<file path="config.mk">
export PLATFORM = sky130hd
export DESIGN_NAME = tis_irq_status
export DESIGN_NICKNAME = d
export VERILOG_FILES = /design/src/rtl/tis_pkg.sv /design/src/rtl/tis_match_detect.sv /design/src/rtl/tis_flag_bank.sv /design/src/rtl/tis_irq_status.sv
export SDC_FILE = /design/constraint.sdc
export NUM_CORES = 1
export LEC_CHECK = 0
export CAP_MARGIN = 20
export CORE_AREA = 2 2 80 82
export CTS_BUF_LIST = sky130_fd_sc_hd__clkbuf_16
export CTS_CLUSTER_DIAMETER = 50
export DETAILED_ROUTE_END_ITERATION = 10
export DIE_AREA = 0 0 82 84
export HOLD_SLACK_MARGIN = 0.15
export PLACE_DENSITY = 0.7
export SYNTH_ARGS = -nofsm -noshare
export SYNTH_HDL_FRONTEND = slang
export SYNTH_HIERARCHICAL = 1
export SYNTH_SLANG_ARGS = --single-unit
export TNS_END_PERCENT = 30
</file>
<file path="constraint.sdc">
create_clock -name clk -period 1.9 [get_ports clk]
set_input_delay 0.475 -clock clk [delete_from_list [all_inputs] [get_ports clk]]
set_output_delay 0.475 -clock clk [all_outputs]
set_load 0.02 [all_outputs]
</file>
<file path="src/rtl/tis_pkg.sv">
package tis_pkg;

  localparam int NUM_EV = 7;

  localparam int EV_CMP   = 0;
  localparam int EV_RLD   = 1;
  localparam int EV_EXT   = 2;
  localparam int EV_CMPWD = 3;
  localparam int EV_RLDWD = 4;
  localparam int EV_UP    = 5;
  localparam int EV_DN    = 6;

  localparam int OFF_STATUS = 'h0;
  localparam int OFF_CLEAR  = 'h4;
  localparam int OFF_ENABLE = 'h8;

  typedef logic [NUM_EV-1:0] ev_vec_t;

  // Rising edge of an equality condition.
  function automatic logic first_hit(input logic now_eq, input logic prev_eq);
    return now_eq & ~prev_eq;
  endfunction

  // Direction report gating: sel[0] passes up, sel[1] passes down.
  function automatic logic [1:0] dir_gate(input logic up, input logic dn,
                                          input logic [1:0] sel);
    return {dn & sel[1], up & sel[0]};
  endfunction

  // Zero-extend a flag vector to a 32-bit register word.
  function automatic logic [31:0] widen(input ev_vec_t v);
    return {{(32-NUM_EV){1'b0}}, v};
  endfunction

  // Next state of one flag: a new event beats a clear.
  function automatic logic flag_next(input logic cur, input logic clr, input logic ev);
    return (cur & ~clr) | ev;
  endfunction

endpackage

</file>
<file path="src/rtl/tis_match_detect.sv">
module tis_match_detect #(
  parameter int W = 16
) (
  input  logic         clk,
  input  logic         rst_n,
  input  logic [W-1:0] cnt_i,
  input  logic [W-1:0] ref_i,
  output logic         eq_o,
  output logic         hit_o
);
  import tis_pkg::*;

  logic eq_q;

  assign eq_o  = (cnt_i == ref_i);
  assign hit_o = first_hit(eq_o, eq_q);

  always_ff @(posedge clk or negedge rst_n) begin
    if (!rst_n) eq_q <= 1'b0;
    else        eq_q <= eq_o;
  end
endmodule

</file>
<file path="src/rtl/tis_flag_bank.sv">
module tis_flag_bank #(
  parameter int N = 7
) (
  input  logic         clk,
  input  logic         rst_n,
  input  logic [N-1:0] ev_i,
  input  logic [N-1:0] clr_i,
  input  logic [N-1:0] en_cur_i,
  input  logic [N-1:0] en_nxt_i,
  output logic [N-1:0] flags_o,
  output logic [N-1:0] armed_o,
  output logic [N-1:0] armed_nxt_o
);
  import tis_pkg::*;

  for (genvar i = 0; i < N; i++) begin : g_bit
    logic flag_q, armed_q;

    assign armed_nxt_o[i] = ((armed_q & ~clr_i[i]) | (ev_i[i] & en_cur_i[i])) & en_nxt_i[i];

    always_ff @(posedge clk or negedge rst_n) begin
      if (!rst_n) begin
        flag_q  <= 1'b0;
        armed_q <= 1'b0;
      end else begin
        flag_q  <= flag_next(flag_q, clr_i[i], ev_i[i]);
        armed_q <= armed_nxt_o[i];
      end
    end

    assign flags_o[i] = flag_q;
    assign armed_o[i] = armed_q;
  end
endmodule

</file>
<file path="src/rtl/tis_irq_status.sv">
module tis_irq_status #(
  parameter int CNT_W  = 16,
  parameter int ADDR_W = 4
) (
  input  logic              clk,
  input  logic              rst_n,
  input  logic [CNT_W-1:0]  cnt_i,
  input  logic [CNT_W-1:0]  cmp_val_i,
  input  logic [CNT_W-1:0]  rld_val_i,
  input  logic              ext_trig_i,
  input  logic              cmp_wdone_i,
  input  logic              rld_wdone_i,
  input  logic              dir_up_i,
  input  logic              dir_dn_i,
  input  logic [1:0]        dir_sel_i,
  input  logic [ADDR_W-1:0] reg_addr_i,
  input  logic              reg_wr_i,
  input  logic [31:0]       reg_wdata_i,
  output logic [31:0]       reg_rdata_o,
  output logic              irq_o
);
  import tis_pkg::*;

  localparam logic [ADDR_W-1:0] A_STATUS = ADDR_W'(OFF_STATUS);
  localparam logic [ADDR_W-1:0] A_CLEAR  = ADDR_W'(OFF_CLEAR);
  localparam logic [ADDR_W-1:0] A_ENABLE = ADDR_W'(OFF_ENABLE);

  // Named internal events, visible to the checker.
  logic    cmp_eq, rld_eq, cmp_hit, rld_hit;
  logic [1:0] dir_ev;
  ev_vec_t ev_all, clr_vec, en_q, en_nxt, flags, armed, armed_nxt;
  logic    clr_wr, en_wr;

  tis_match_detect #(.W(CNT_W)) u_cmp (
    .clk(clk), .rst_n(rst_n), .cnt_i(cnt_i), .ref_i(cmp_val_i),
    .eq_o(cmp_eq), .hit_o(cmp_hit)
  );

  tis_match_detect #(.W(CNT_W)) u_rld (
    .clk(clk), .rst_n(rst_n), .cnt_i(cnt_i), .ref_i(rld_val_i),
    .eq_o(rld_eq), .hit_o(rld_hit)
  );

  assign dir_ev = dir_gate(dir_up_i, dir_dn_i, dir_sel_i);

  always_comb begin
    ev_all           = '0;
    ev_all[EV_CMP]   = cmp_hit;
    ev_all[EV_RLD]   = rld_hit;
    ev_all[EV_EXT]   = ext_trig_i;
    ev_all[EV_CMPWD] = cmp_wdone_i;
    ev_all[EV_RLDWD] = rld_wdone_i;
    ev_all[EV_UP]    = dir_ev[0];
    ev_all[EV_DN]    = dir_ev[1];
  end

  assign clr_wr  = reg_wr_i && (reg_addr_i == A_CLEAR);
  assign en_wr   = reg_wr_i && (reg_addr_i == A_ENABLE);
  assign clr_vec = clr_wr ? reg_wdata_i[NUM_EV-1:0] : '0;
  assign en_nxt  = en_wr  ? reg_wdata_i[NUM_EV-1:0] : en_q;

  always_ff @(posedge clk or negedge rst_n) begin
    if (!rst_n) en_q <= '0;
    else        en_q <= en_nxt;
  end

  tis_flag_bank #(.N(NUM_EV)) u_bank (
    .clk(clk), .rst_n(rst_n), .ev_i(ev_all), .clr_i(clr_vec),
    .en_cur_i(en_q), .en_nxt_i(en_nxt),
    .flags_o(flags), .armed_o(armed), .armed_nxt_o(armed_nxt)
  );

  always_ff @(posedge clk or negedge rst_n) begin
    if (!rst_n) irq_o <= 1'b0;
    else        irq_o <= |armed_nxt;
  end

  always_comb begin
    case (reg_addr_i)
      A_STATUS: reg_rdata_o = widen(flags);
      A_ENABLE: reg_rdata_o = widen(en_q);
      default:  reg_rdata_o = '0;
    endcase
  end
endmodule

</file>
==> results.cfg <==
[status]
status = finished clean

[sta]
min_period_ns = 1.88
holdWs_ns = 0.480
finalMaxSlewViolations = 0
setup_ws_ns = 0.0243
finClkSkew_ns = 0.00120
rsz0062_at_grt = true
hold_violations = 0
timing.final.crit_share_pct = 98.7
max_freq_mhz = 533
setup_viol = 0

[global_routing]
grt_max_degree = 25
grt_pass1_wl_um = 6040
grt_use_total_pct = 11.2
grt_pass1_vias = 1408
grt_overflow_total = 0
antenna_found_initial = 0

[drt]
wl_um = 4000
vias = 1400
drt_iter0_drc = 46
viasPerCell = 4.13
ant_nets = 0
drc = 0
drt_pass1_iterations = 4
wire_per_inst_um = 11.8

[clock_network]
cts-root-buf = clkbuf_16
cts_tree = built
cts_made_buffers = 3
cts_num_sinks = 24
holdBufCountCts = 0
clk_pin_slew_ns = 0.06
ctsLongestPathBuffers = 2
clock_latency_ns = 0.26
htreeDepth = 1

[die]
die_w_um = 82
start_util_pct = 28.3
num_rows = 29
die_y_um = 84
core_mm2 = 0.00610
dieArea_mm2 = 0.00689
io_pins = 127

[flow_run]
drv_cap = 0

[placement]
place_ws_ns = -0.812
place.gp.congestion = 0.698
dp_hpwl_um = 3160
placed_cell_area_mm2 = 0.00249
port_buffers = 76

[setup_path]
cp_slowest_cell = or3_4
cp-end-kind = primary output
startpoint_type = input pin
slowest_delay_ns = 0.46
path_max_fanout = 7
critPathArrivalTime_ns = 1.40
required_ns = 1.42
cp_top_family = simple AND/OR/NAND/NOR gates
path_buf_inv = 2
crit_type = in -> out
crit_chain = clkdlybuf4s15_1 -> or3_4 -> nor2_1 -> buf_4

[layout]
drive_above_1_share_pct = 24.0
diodes = 0
finalInstanceArea_mm2 = 0.00277
fin_util_pct = 45.4
final_cell_mix = 37 x dlygate4sd2_1, 31 x xnor2_1, 25 x conb_1, 24 x dfrtp_1, 21 x buf_4
syn_to_final_growth_pct = 60.8
nNetsFinal = 357
final_common_cell = dlygate4sd2_1

[pwr]
vdd_drop_max_uv = 402
power_density_mw_per_mm2 = 563
leakagePower_uw = 0.00134

[synthesis]
syn_avg_cell_area_um2 = 9.85
synth_area_mm2 = 0.00172
syn_inst = 175
ys_warn_count = 6

[worst_hold_path]
hp-class = reg -> reg
-- path summary, 6_finish.rpt --
| check | start | to | slack, ns | cells after the start |
|---|---|---|---|---|
| min in group asynchronous | rst_n | u_bank/g_bit[6].flag_q | 0.58 | 2 |
| worst max-delay path | reg_addr_i[2] | reg_rdata_o[5] | 0.02 | 4 |
| worst max register to register | en_q[5] | irq_o | 0.60 | 4 |
| max in group asynchronous | rst_n | u_bank/g_bit[5].flag_q | 1.08 | 2 |
| worst min-delay path | u_bank/g_bit[3].flag_q | u_bank/g_bit[3].flag_q | 0.48 | 1 |
| worst min register to register | u_bank/g_bit[3].flag_q | u_bank/g_bit[3].flag_q | 0.48 | 1 |
-- repair_timing --
action                     in CTS  in global routing
setup endpoints to repair       9                  5
resized for setup              99                 29
pin swaps                      43                 18
gates cloned                    1                  0
buffers inserted                4                  4
-- through the flow --
step           total power [uW]  TNS [ns]  instances
6_report                   1560         0        339
5_1_grt                    1640   -0.0494        339
4_1_cts                    1560         0        335
3_5_place_dp               1090     -8.37        326
3_3_place_gp               1080     -7.76        326
2_1_floorplan               888         0        199
-- cell type report --
class / instances / area, um^2
clock inverters: 1 / 3.75
repair buffers: 93 / 891
clock buffers: 3 / 75.1
flip-flops and latches: 24 / 601
fillers: 594 / 3330
multi-input cells: 134 / 1080
well taps: 77 / 96.3
inverters: 7 / 26.3
-- state kept, by name (all words and copies together), names as in the netlist --
name,count
en_q,7
u_bank/g_bit.armed_q,7
u_bank/g_bit.flag_q,7
irq_o,1
u_cmp/eq_q,1
u_rld/eq_q,1
-- report_power, final --
part | leakage, uW | switching, uW | internal, uW
registers | 0.000295 | 38.3 | 572
clock network | 0.0000385 | 176 | 281
logic | 0.00101 | 222 | 271
total | 0.00134 | 436 | 1120
-- worst register-to-register path: cells and delay by family, from the launching register on --
family          cells  cell delay, ns
compound gates      1            0.17
flops               1            0.39
mux                 1            0.28
simple gates        2            0.35
-- metal layers --
| layer | up-vias | GRT usage, % | part of all wire (%) |
|---|---|---|---|
| met5 | - | 0 | 0 |
| met4 | 0 | 4.09 | 1.6 |
| met3 | 7 | 2.06 | 9.1 |
| met2 | 79 | 20.3 | 51 |
| met1 | 624 | 12.6 | 38 |
| li1 | 690 | - | - |
(Power assumes the default switching activity.)
